**src/rtl/tmr_pkg.sv**
```systemverilog
package tmr_pkg;

    typedef enum logic {
        TB_HOLD = 1'b0,
        TB_RUN  = 1'b1
    } run_state_e;

    typedef struct packed {
        logic trig_en;
        logic one_shot;
        logic retrig_en;
    } trig_mode_t;

    typedef struct packed {
        logic cap_mode;
        logic src_trig;
    } ps_route_t;

    // choose which pulse stream feeds the postscaler
    function automatic logic pick_ps_event(input ps_route_t r, input logic mtch,
                                           input logic trig, input logic cap);
        if (r.cap_mode)
            return cap;
        return r.src_trig ? trig : mtch;
    endfunction

endpackage

```
**src/rtl/tmr_edge_sel.sv**
```systemverilog
module tmr_edge_sel #(
    parameter int NSRC  = 32,
    parameter int SEL_W = 5
) (
    input  logic             clk,
    input  logic             rst,
    input  logic [NSRC-1:0]  src_vec,
    input  logic [SEL_W-1:0] sel,
    output logic             rise
);
    logic cur;
    logic prev_q;

    assign cur  = src_vec[sel];
    assign rise = cur & ~prev_q;

    always_ff @(posedge clk) begin
        if (rst)
            prev_q <= 1'b0;
        else
            prev_q <= cur;
    end
endmodule

```
**src/rtl/tmr_timebase.sv**
```systemverilog
module tmr_timebase
    import tmr_pkg::*;
#(
    parameter int CNT_W  = 16,
    parameter int SHOT_W = 3
) (
    input  logic              clk,
    input  logic              rst,
    input  logic              enable,
    input  trig_mode_t        mode,
    input  logic [CNT_W-1:0]  period,
    input  logic [SHOT_W-1:0] shot_len,
    input  logic              trig_rise,
    output logic [CNT_W-1:0]  count,
    output logic              active,
    output logic              match,
    output logic              accept
);
    run_state_e        st_q;
    logic [CNT_W-1:0]  cnt_q;
    logic [SHOT_W-1:0] shot_q;
    logic              last_shot;

    assign active    = enable & (mode.trig_en ? (st_q == TB_RUN) : 1'b1);
    assign match     = active & (cnt_q == period);
    assign accept    = enable & mode.trig_en & trig_rise
                     & ((st_q == TB_HOLD) | mode.retrig_en);
    assign last_shot = (shot_q == shot_len);
    assign count     = cnt_q;

    always_ff @(posedge clk) begin
        if (rst || !enable) begin
            cnt_q  <= '0;
            st_q   <= TB_HOLD;
            shot_q <= '0;
        end else if (!mode.trig_en) begin
            st_q   <= TB_HOLD;
            shot_q <= '0;
            cnt_q  <= match ? '0 : cnt_q + 1'b1;
        end else if (accept) begin
            cnt_q  <= '0;
            st_q   <= TB_RUN;
            shot_q <= '0;
        end else if (st_q == TB_RUN) begin
            if (match) begin
                cnt_q <= '0;
                if (mode.one_shot) begin
                    if (last_shot) begin
                        st_q   <= TB_HOLD;
                        shot_q <= '0;
                    end else begin
                        shot_q <= shot_q + 1'b1;
                    end
                end
            end else begin
                cnt_q <= cnt_q + 1'b1;
            end
        end
    end
endmodule

```
**src/rtl/tmr_postscale.sv**
```systemverilog
module tmr_postscale
    import tmr_pkg::*;
#(
    parameter int PS_W = 4
) (
    input  logic            clk,
    input  logic            rst,
    input  logic            enable,
    input  logic [PS_W-1:0] ps_sel,
    input  ps_route_t       route,
    input  logic            evt,
    output logic            irq
);
    logic [PS_W-1:0] sel_q;
    ps_route_t       route_q;
    logic [PS_W-1:0] tally_q;
    logic            irq_q;
    logic            cfg_moved;

    assign cfg_moved = (ps_sel != sel_q) || (route != route_q);
    assign irq       = irq_q;

    always_ff @(posedge clk) begin
        if (rst) begin
            sel_q   <= '0;
            route_q <= '0;
            tally_q <= '0;
            irq_q   <= 1'b0;
        end else begin
            sel_q   <= ps_sel;
            route_q <= route;
            if (!enable || cfg_moved) begin
                tally_q <= '0;
                irq_q   <= 1'b0;
            end else if (evt) begin
                if (tally_q == ps_sel) begin
                    tally_q <= '0;
                    irq_q   <= 1'b1;
                end else begin
                    tally_q <= tally_q + 1'b1;
                    irq_q   <= 1'b0;
                end
            end else begin
                irq_q <= 1'b0;
            end
        end
    end
endmodule

```
**src/rtl/trig_timer.sv**
```systemverilog
module trig_timer
    import tmr_pkg::*;
#(
    parameter int  CNT_W  = 16,
    parameter int  PS_W   = 4,
    parameter int  SHOT_W = 3,
    parameter int  NSRC   = 32,
    localparam int SEL_W  = $clog2(NSRC)
) (
    input  logic              clk,
    input  logic              rst,
    input  logic              enable,
    input  logic              trig_en,
    input  logic              one_shot,
    input  logic              retrig_en,
    input  logic [SHOT_W-1:0] shot_len,
    input  logic              ps_src,
    input  logic              capture_mode,
    input  logic              capture_evt,
    input  logic [PS_W-1:0]   ps_sel,
    input  logic              alt_sync,
    input  logic              alt_in,
    input  logic [SEL_W-1:0]  trig_sel,
    input  logic [NSRC-1:0]   src_vec,
    input  logic [CNT_W-1:0]  period,
    output logic [CNT_W-1:0]  count,
    output logic              running,
    output logic              match,
    output logic              trig_out,
    output logic              sync_out,
    output logic              irq
);
    trig_mode_t mode;
    ps_route_t  route;
    logic       trig_rise;
    logic       ps_evt;

    assign mode  = '{trig_en: trig_en, one_shot: one_shot, retrig_en: retrig_en};
    assign route = '{cap_mode: capture_mode, src_trig: ps_src};

    tmr_edge_sel #(.NSRC(NSRC), .SEL_W(SEL_W)) u_edge (
        .clk     (clk),
        .rst     (rst),
        .src_vec (src_vec),
        .sel     (trig_sel),
        .rise    (trig_rise)
    );

    tmr_timebase #(.CNT_W(CNT_W), .SHOT_W(SHOT_W)) u_base (
        .clk       (clk),
        .rst       (rst),
        .enable    (enable),
        .mode      (mode),
        .period    (period),
        .shot_len  (shot_len),
        .trig_rise (trig_rise),
        .count     (count),
        .active    (running),
        .match     (match),
        .accept    (trig_out)
    );

    assign ps_evt = pick_ps_event(route, match, trig_out, capture_evt);

    tmr_postscale #(.PS_W(PS_W)) u_ps (
        .clk    (clk),
        .rst    (rst),
        .enable (enable),
        .ps_sel (ps_sel),
        .route  (route),
        .evt    (ps_evt),
        .irq    (irq)
    );

    assign sync_out = alt_sync ? alt_in : match;
endmodule

```
**config.mk**
```make
export PLATFORM = sky130hd
export DESIGN_NAME = trig_timer
export DESIGN_NICKNAME = d
export VERILOG_FILES = /design/src/rtl/tmr_pkg.sv /design/src/rtl/tmr_edge_sel.sv /design/src/rtl/tmr_timebase.sv /design/src/rtl/tmr_postscale.sv /design/src/rtl/trig_timer.sv
export SDC_FILE = /design/constraint.sdc
export NUM_CORES = 1
export LEC_CHECK = 0
export ABC_CLOCK_PERIOD_IN_PS = 3100
export BUFFER_PORTS_ARGS = -buffer_cell sky130_fd_sc_hd__buf_2
export CAP_MARGIN = 20
export CORE_ASPECT_RATIO = 2
export CORE_UTILIZATION = 26
export CTS_BUF_LIST = sky130_fd_sc_hd__clkbuf_2 sky130_fd_sc_hd__clkbuf_4 sky130_fd_sc_hd__clkbuf_8
export DETAILED_ROUTE_END_ITERATION = 16
export GPL_TIMING_DRIVEN = 0
export MAX_ROUTING_LAYER = met4
export SYNTH_ARGS = -nofsm -noshare
export SYNTH_HDL_FRONTEND = slang
export SYNTH_SLANG_ARGS = --single-unit
```
**constraint.sdc**
```tcl
create_clock -name clk -period 3.1 [get_ports clk]
set_clock_uncertainty 0.2 [all_clocks]
set_input_delay 0.155 -clock clk [delete_from_list [all_inputs] [get_ports clk]]
set_output_delay 0.155 -clock clk [all_outputs]
set_load 0.02 [all_outputs]
```
==> impl_metrics.tcl, run 1 <==
set metrics [dict create \
    cts_made_buffers 5 \
    final_antenna_net_count 0 \
    first_iter_violations 56 \
    overflow 0 \
    gp_congestion 0.785 \
    setup_slack_ns 0.219 \
    min_path_type "input port to flop" \
    die_h_um 125 \
    critPathArrivalTime_ns 2.85 \
    cap_viol_max_count 0 \
    nets 413 \
    max_freq_mhz 347 \
    p_leak_nw 1.23 \
    rsz0062_at_grt "no" \
    totalWireLength_mm 5.29 \
    cts_tree "yes" \
    antenna-diode-count 0 \
    start_kind "flop" \
    pwr-share-comb_pct 16.1 \
    worst_slew_pin_slew_ns 0.504 \
    dp_hpwl_mm 4.35 \
    postSynthAreaPerCell_um2 8.49 \
    clock_latency_ns 0.28 \
    portBuffers 90 \
    p_seq_share_pct 43.3 \
    crit_fanout 7 \
    synth_edf_count 0 \
    outcome "finished, final reports clean" \
    start_util_pct 26.9 \
    via_count 1962 \
    tns_ns 0 \
    grt_first_pass_wirelength_mm 8.88 \
    dr.pass1.iters 4 \
    crit_type "flop to flop" \
    synth_top_area_cell "dfxtp_1" \
    dieArea_um2 7950 \
    fin_crit_ns 2.88 \
    core_area_um2 7320 \
    drc 0 \
    cts_root_buf "clkbuf_8" \
    layout-drive-gt1-share_pct 31.5 \
    synth_area_um2 1970 \
    synth_top_area_share_pct 32.5 \
    via_per_inst 4.54 \
    ys.flop_type "dfxtp_1" \
    htree_levels 2 \
    slew_violations 0 \
    synthMostInstantiatedCell "dfxtp_1" \
    area_growth_pct 39.7 \
    end_kind "flop" \
    p_sw_share_pct 24.3 \
    preCtsSetupSlack_ns 0.0894 \
    ys_warn_count 0 \
    grt_usage_pct 14.6 \
    synth_area_leaders "dfxtp_1 (33%), xnor2_1 (11%), mux2i_1 (9.1%)" \
    async_flop_share_pct 0 \
    grt_pass1_vias 2053 \
    yosysSeqAreaShare_pct 32.5 \
    switching_power_uw 237 \
    cp.required_ns 3.07 \
    synthCells 232 \
    finalCritPeriodShare_pct 93.0 \
    power.total_uw 975 \
    wl_per_cell_um 12.2 \
    peakVddDrop_v 0.000242 \
    die_w_um 63.6 \
    syn_nets 306 \
    max-slew-margin-rel_pct 66.1 \
    finalHoldViolCount 0 \
    cts.sinks 32 \
    p_int_uw 738 \
    r2r_setup_slack_ns 0.22 \
    clk_pin_slew_ns 0.07 \
    p_per_area_nw_per_um2 354 \
    ios 92 \
    power.share.clock_pct 40.6 \
    clockBufferDepth 2 \
    ys_types 37 \
    synth-seq-cells 32 \
    grt_max_degree 12 \
    synth_top_cells_by_count "dfxtp_1 (32), nor2_1 (30), xnor2_1 (24), nand2_1 (20), xor2_1 (20)" \
    rows 44 \
    setup_viol 0 \
    antenna_found_initial 0 \
]
## cells by family (layout without fill, tap and decap cells)
logic type	count (synthesis)	count (layout)	synth area share, %
multiplexers	18	18	9.14
XOR/XNOR	44	44	19.6
adder cells (fa/ha/maj)	3	3	1.90
AND/OR/NAND/NOR	105	105	27.6
buffers and inverters	8	116	1.90
flip-flops	32	32	32.5
AO/OA/AOI/OAI	22	22	7.37
## flip-flops by register name, summed over array words and instances, names as in the netlist
| name | flops |
|---|---|
| u_base.st_q | 1 |
| u_ps.route_q | 2 |
| u_ps.sel_q | 4 |
| u_ps.tally_q | 4 |
| u_ps.irq | 1 |
| u_base.shot_q | 3 |
| u_edge.prev_q | 1 |
| u_base.count | 16 |
## per-stage QoR
step / hold WS [ns] / instances / instance area (µm²) / util (%)
after floorplan: 0.0266 / 232 / 1970 / -
after global placement: 0.214 / 414 / 2540 / 34.6
after global routing: 0.0356 / 432 / 2750 / 37.6
after detailed placement: 0.213 / 414 / 2540 / 34.6
final: 0.0192 / 432 / 2750 / 37.6
after CTS: 0.00375 / 432 / 2750 / 37.5
## timing repair
action,CTS,global route
setup endpoints to repair,0,14
setup buffers,0,0
hold endpoints to repair,8,0
gates resized for setup,0,1
hold buffers,10,0
## power groups by stage
stage	clock network [mW]	logic, mW	registers, mW
2_1_floorplan	0	0.0759	0.432
3_3_place_gp	0	0.146	0.431
3_5_place_dp	0	0.148	0.432
4_1_cts	0.414	0.158	0.422
5_1_grt	0.432	0.174	0.422
6_report	0.396	0.157	0.422
## final cells by class
| cell class | count | area [µm²] |
|---|---|---|
| Sequential cell | 32 | 641 |
| Clock buffer | 5 | 68.8 |
| Tap cell | 92 | 115 |
| Clock inverter | 3 | 42.5 |
| Fill cell | 767 | 4570 |
| Multi-Input combinational cell | 192 | 1300 |
| Buffer | 4 | 21.3 |
| Inverter | 4 | 16.3 |
| Timing Repair Buffer | 100 | 551 |
## layer usage
| metal | global-route usage, % | part of all wire (%) |
|---|---|---|
| met1 | 13.2 | 36 |
| met2 | 29.2 | 59 |
| met3 | 2.37 | 3.8 |
| met4 | 4.55 | 0.78 |
| met5 | - | 0 |
## placed cells by master (no fill, tap or decap), types with 2 or more instances in the layout
| cell | count |
|---|---|
| nand2b_1 | 3 |
| dlygate4sd3_1 | 10 |
| and4_1 | 2 |
| inv_1 | 3 |
| mux2i_1 | 18 |
| a21oi_1 | 7 |
| ha_1 | 3 |
| nor2_1 | 30 |
| dfxtp_1 | 32 |
| nor3_1 | 3 |
| nor2b_1 | 14 |
| nand3_1 | 10 |
| a2111oi_0 | 2 |
| o21ai_0 | 3 |
| clkbuf_8 | 5 |
| xnor2_1 | 24 |
| nand2_1 | 20 |
| a22oi_1 | 4 |
| and2_1 | 4 |
| buf_2 | 92 |
| nand4_1 | 11 |
| clkinv_2 | 2 |
| xor2_1 | 20 |
## critical path: stages, from the launching register on
cell,delay [ns]
dfxtp_1,0.46
xor2_1,0.17
nor4_2,0.37
nand4_1,0.16
or4_4,0.60
clkinv_2,0.12
a21oi_1,0.09
a21oi_2,0.33
mux2i_1,0.23
nor2_1,0.05
## final timing paths
check                                      from                            end  cells past startpoint
hold / removal                         one_shot         u_base.st_q$_SDFF_PP0_                      4
hold reg to reg   u_base.shot_q[2]$_SDFFE_PP0P_  u_base.shot_q[2]$_SDFFE_PP0P_                      2
setup / recovery   u_base.count[2]$_SDFFE_PP0P_   u_ps.tally_q[0]$_SDFFE_PP0P_                      9
setup reg to reg   u_base.count[2]$_SDFFE_PP0P_   u_ps.tally_q[0]$_SDFFE_PP0P_                      9
Note: power is estimated with default switching activity, not from simulation.
==> run 2, diff against run 1 <==
- PLACE_DENSITY_LB_ADDON: default -> 0.12
==> run 2 against run 1 <==
Sequential power barely moved. Hold slack improved by 0.0035 ns. Combinational power barely moved. Global-route usage rose by 0.44 points. Sequential share of layout area fell by 0.28 points. Worst setup slack improved by 0.036 ns. Non-clock buffer count rose by 4. First-iteration DRC count fell by 1.8%.
==> impl_metrics.tcl, run 2 (synthesized netlist as in run 1, its figures left out) <==
set metrics [dict create \
    cts_tree "yes" \
    dp_hpwl_mm 4.52 \
    grt_first_pass_wirelength_mm 8.91 \
    nets 417 \
    ios 92 \
    clk_pin_slew_ns 0.07 \
    layout-drive-gt1-share_pct 30.8 \
    max-slew-margin-rel_pct 56.9 \
    setup_viol 0 \
    final_cell_mix "buf_2 (92), dfxtp_1 (32), nor2_1 (30)" \
    dr.pass1.iters 4 \
    start_util_pct 26.9 \
    worst_slew_pin_slew_ns 0.639 \
    critPathArrivalTime_ns 2.83 \
    max_freq_mhz 351 \
    die_w_um 63.6 \
    cts_root_buf "clkbuf_8" \
    cts_resized 0 \
    outcome "finished, final reports clean" \
    via_per_inst 4.61 \
    drc 0 \
    final_common_cell "buf_2" \
    totalWireLength_mm 5.51 \
    grt_usage_pct 15.0 \
    min_path_type "input port to flop" \
    crit_fanout 7 \
    cts.sinks 32 \
    p_leak_nw 1.25 \
    cts_hold_buf 14 \
    grt_max_degree 12 \
    post_cts_buffers 0 \
    tns_ns 0 \
    cap_viol_max_count 0 \
    final_antenna_net_count 0 \
    finalCritPeriodShare_pct 91.8 \
    dieArea_um2 7950 \
    final_util_pct 38.1 \
    area_growth_pct 41.5 \
    start_kind "flop" \
    gp_congestion 0.732 \
    end_kind "flop" \
    rsz0062_at_grt "no" \
    rows 44 \
    slew_violations 0 \
    first_iter_violations 55 \
    clockBufferDepth 2 \
    finalHoldViolCount 0 \
    antenna_found_initial 0 \
    crit_type "flop to flop" \
    fin_crit_ns 2.85 \
    grt_pass1_vias 1985 \
    clock_latency_ns 0.29 \
    cp.required_ns 3.08 \
    largest_reg_flops 16 \
    antenna-diode-count 0 \
    die_h_um 125 \
    core_area_um2 7320 \
    htree_levels 2 \
    cts_made_buffers 5 \
    overflow 0 \
    p_per_area_nw_per_um2 353 \
    via_count 2010 \
    wl_per_cell_um 12.6 \
    portBuffers 90 \
    power.total_uw 985 \
    peakVddDrop_v 0.000175 \
]
## run 2: changes by cell type in the layout (fill, tap and decap cells not counted)
| cell | change |
|---|---|
| nor4_1 | +1 |
| nor4_2 | -1 |
| dlygate4sd3_1 | +4 |
## run 2: path summary, 6_finish.rpt
check                                                   start                            end  slack (ns)  cells past startpoint
worst min-delay path                                 one_shot         u_base.st_q$_SDFF_PP0_        0.02                      4
worst max register to register  u_base.count[10]$_SDFFE_PP0P_   u_ps.tally_q[1]$_SDFFE_PP0P_        0.25                      9
worst min register to register  u_base.shot_q[2]$_SDFFE_PP0P_  u_base.shot_q[2]$_SDFFE_PP0P_        0.30                      2
worst max-delay path            u_base.count[10]$_SDFFE_PP0P_   u_ps.tally_q[1]$_SDFFE_PP0P_        0.25                      9
## run 2: power breakdown
| group | internal, mW | switching, mW |
|---|---|---|
| Combinational | 0.0860 | 0.0743 |
| Sequential | 0.418 | 0.00451 |
| Clock | 0.238 | 0.165 |
## run 2: area by class of cell
class                           instances  area [µm²]
Clock buffer                            5        68.8
Sequential cell                        32         641
Timing Repair Buffer                  104         591
Buffer                                  4        21.3
Inverter                                4        16.3
Multi-Input combinational cell        192        1290
Clock inverter                          3        42.5
Tap cell                               92         115
Fill cell                             790        4530
## run 2: critical path: stages (launching register included)
cell      delay, ns
dfxtp_1        0.47
xor2_1         0.11
nor4_1         0.33
nand4_1        0.20
or4_4          0.60
clkinv_2       0.12
a21oi_1        0.09
a21oi_2        0.33
mux2i_1        0.23
nor2_1         0.05
## run 2: metrics by stage
stage               hold WS (ns)  cell area, µm²  cells  setup WS, ns
global placement           0.217            2540    414        0.0712
global route              0.0549            2790    436       0.00697
CTS                       0.0233            2790    436         0.176
floorplan                 0.0266            1970    232         0.465
finish                    0.0227            2790    436         0.255
detailed placement         0.222            2540    414        0.0791
## run 2: routing by layer
layer | vias to the layer above | global-route usage [%] | part of all wire (%)
li1 | 1029 | - | -
met1 | 904 | 13.1 | 35
met2 | 69 | 29.5 | 59
met3 | 8 | 2.46 | 4.3
met4 | 0 | 7.22 | 2.1
met5 | - | - | 0
==> run 3, diff against run 2 <==
- BUFFER_PORTS_ARGS: -buffer_cell sky130_fd_sc_hd__buf_2 -> default
- DONT_BUFFER_PORTS: default -> 1
==> run 3 against run 2 <==
Critical path depth stayed put. Sequential power is essentially flat. Critical endpoint unchanged. Clock power increased by 3%. Maximum frequency decreased by 3.2%. Critical path type unchanged. Largest cell class unchanged. Via count is 17% lower. Highest routed layer unchanged. Total power is 4.5% lower. Hold slack improved by 0.0046 ns. Combinational power decreased by 36%. Register-to-register slack got worse by 0.09 ns. Cell area decreased by 18%.
==> impl_metrics.tcl, run 3 (synthesized netlist as in run 1, its figures left out) <==
set metrics [dict create \
    outcome "finished, final reports clean" \
    portBuffers 0 \
    die_h_um 125 \
    core_area_um2 7320 \
    layout-drive-gt1-share_pct 7.20 \
    max-slew-margin-rel_pct 56.8 \
    clockBufferDepth 2 \
    dp_hpwl_mm 4.30 \
    nets 323 \
    grt_max_degree 11 \
    final_antenna_net_count 0 \
    setup_slack_ns 0.160 \
    placed_area_um2 2090 \
    worst_slew_pin_slew_ns 0.641 \
    antenna_found_initial 0 \
    end_kind "flop" \
    min_path_type "input port to flop" \
    setup_viol 0 \
    overflow 0 \
    antenna-diode-count 0 \
    p_leak_nw 0.841 \
    grt_usage_pct 14.5 \
    seqCellArea_um2 643 \
    wl_per_cell_um 15.5 \
    critPathArrivalTime_ns 2.92 \
    grt_pass1_vias 1710 \
    finalCritPeriodShare_pct 94.8 \
    final_cell_mix "nor2_1 (30), dfxtp_1 (30), xnor2_1 (24)" \
    gp_congestion 0.723 \
    ios 92 \
    met1_usage_pct 12.2 \
    clock_latency_ns 0.29 \
    dr.pass1.iters 4 \
    crit_fanout 7 \
    via_count 1665 \
    die_w_um 63.6 \
    dp.cells 324 \
    totalWireLength_mm 5.32 \
    via_per_inst 4.87 \
    dieArea_um2 7950 \
    nFillCells 818 \
    grt_first_pass_wirelength_mm 8.31 \
    peakVddDrop_v 0.000187 \
    critPathMaxStageDelay_ns 0.59 \
    multi_input_area_um2 1290 \
    cts_root_buf "clkbuf_8" \
    cts.sinks 32 \
    crit_type "flop to flop" \
    critPathTopFamily "simple AND/OR/NAND/NOR gates" \
    start_kind "flop" \
    crit_buf_inv 1 \
    grtUsageMet2_pct 28.0 \
    rows 44 \
    cts_made_buffers 5 \
    cp.required_ns 3.08 \
    area_growth_pct 16.7 \
    cap_viol_max_count 0 \
    htree_levels 2 \
    power.total_uw 941 \
    preCtsSetupSlack_ns -0.0169 \
    cp_slowest_cell "or4_4" \
    first_iter_violations 66 \
    post_cts_buffers 0 \
    design_area_um2 2300 \
    slew_violations 0 \
    rsz0062_at_grt "no" \
    busiest_layer "met2" \
    largest_reg_flops 16 \
    p_per_area_nw_per_um2 409 \
    start_util_pct 26.9 \
    use_met3_pct 3.65 \
    finalHoldViolCount 0 \
    fin_crit_ns 2.94 \
    cp_cell_sequence "xor2_1 -> nor4_1 -> nand4_1 -> or4_4 -> clkinv_2 -> a21oi_1 -> a21oi_2 -> mux2i_1 -> nor2_1" \
    drc 0 \
    clk_pin_slew_ns 0.07 \
    instances_no_fill 342 \
    max_freq_mhz 340 \
    cts_tree "yes" \
]
run 3: cell types whose count changed in the layout (fill, tap and decap cells not counted), sizes merged:
| cell | change |
|---|---|
| clkbuf | +1 |
| buf | -90 |
| dlygate4sd3 | -4 |
| clkinvlp | -1 |
run 3: final timing paths:
path	from	to	slack [ns]	cells past startpoint
max reg2reg	u_base.count[13]$_SDFFE_PP0P_	u_ps.tally_q[1]$_SDFFE_PP0P_	0.16	9
min	trig_sel[4]	u_edge.prev_q$_SDFF_PP0_	0.03	5
max	u_base.count[13]$_SDFFE_PP0P_	u_ps.tally_q[1]$_SDFFE_PP0P_	0.16	9
min reg2reg	u_base.shot_q[2]$_SDFFE_PP0P_	u_base.shot_q[2]$_SDFFE_PP0P_	0.31	2
run 3: timing repair:
item	CTS	global route
hold endpoints to repair	11	0
endpoints found under the setup margin	0	9
hold buffers	10	0
resized for setup	0	2
run 3: final cells by class:
class                   instances  area share [%]
plain buffers                   4           0.925
clock inverters                 2            1.52
repair buffers                 10            4.35
multi-input cells             192            56.2
inverters                       4           0.707
well taps                      92            5.01
flip-flops and latches         32            28.0
clock buffers                   6            3.32
run 3: report_power, final:
group,switching [mW],internal [mW],total (mW)
logic,0.0518,0.0513,0.103
clock network,0.167,0.247,0.415
registers,0.00591,0.418,0.423
run 3: per-layer routing:
metal  part of all wire (%)  vias to the layer above  routed length, µm
met2                     58                       64               3110
met3                    5.7                        8                303
met5                      0                        -                  0
met1                     34                      760               1790
met4                    2.2                        0                116
li1                       -                      833                  -
run 3: per-stage QoR:
stage / TNS, ns / util, % / hold WS (ns)
CTS: 0 / 31.4 / 0.0243
floorplan: 0 / - / 0.0266
detailed placement: -0.0169 / 28.5 / 0.0297
global placement: 0 / 28.5 / 0.0285
finish: 0 / 31.4 / 0.0273
global route: 0 / 31.4 / 0.0559
run 3: worst min-delay path, stage by stage:
cell and delay (ns):
a211oi_1 0.02, nand3_1 0.07, nand2_1 0.09, nor2_1 0.10
nor2_1 0.04
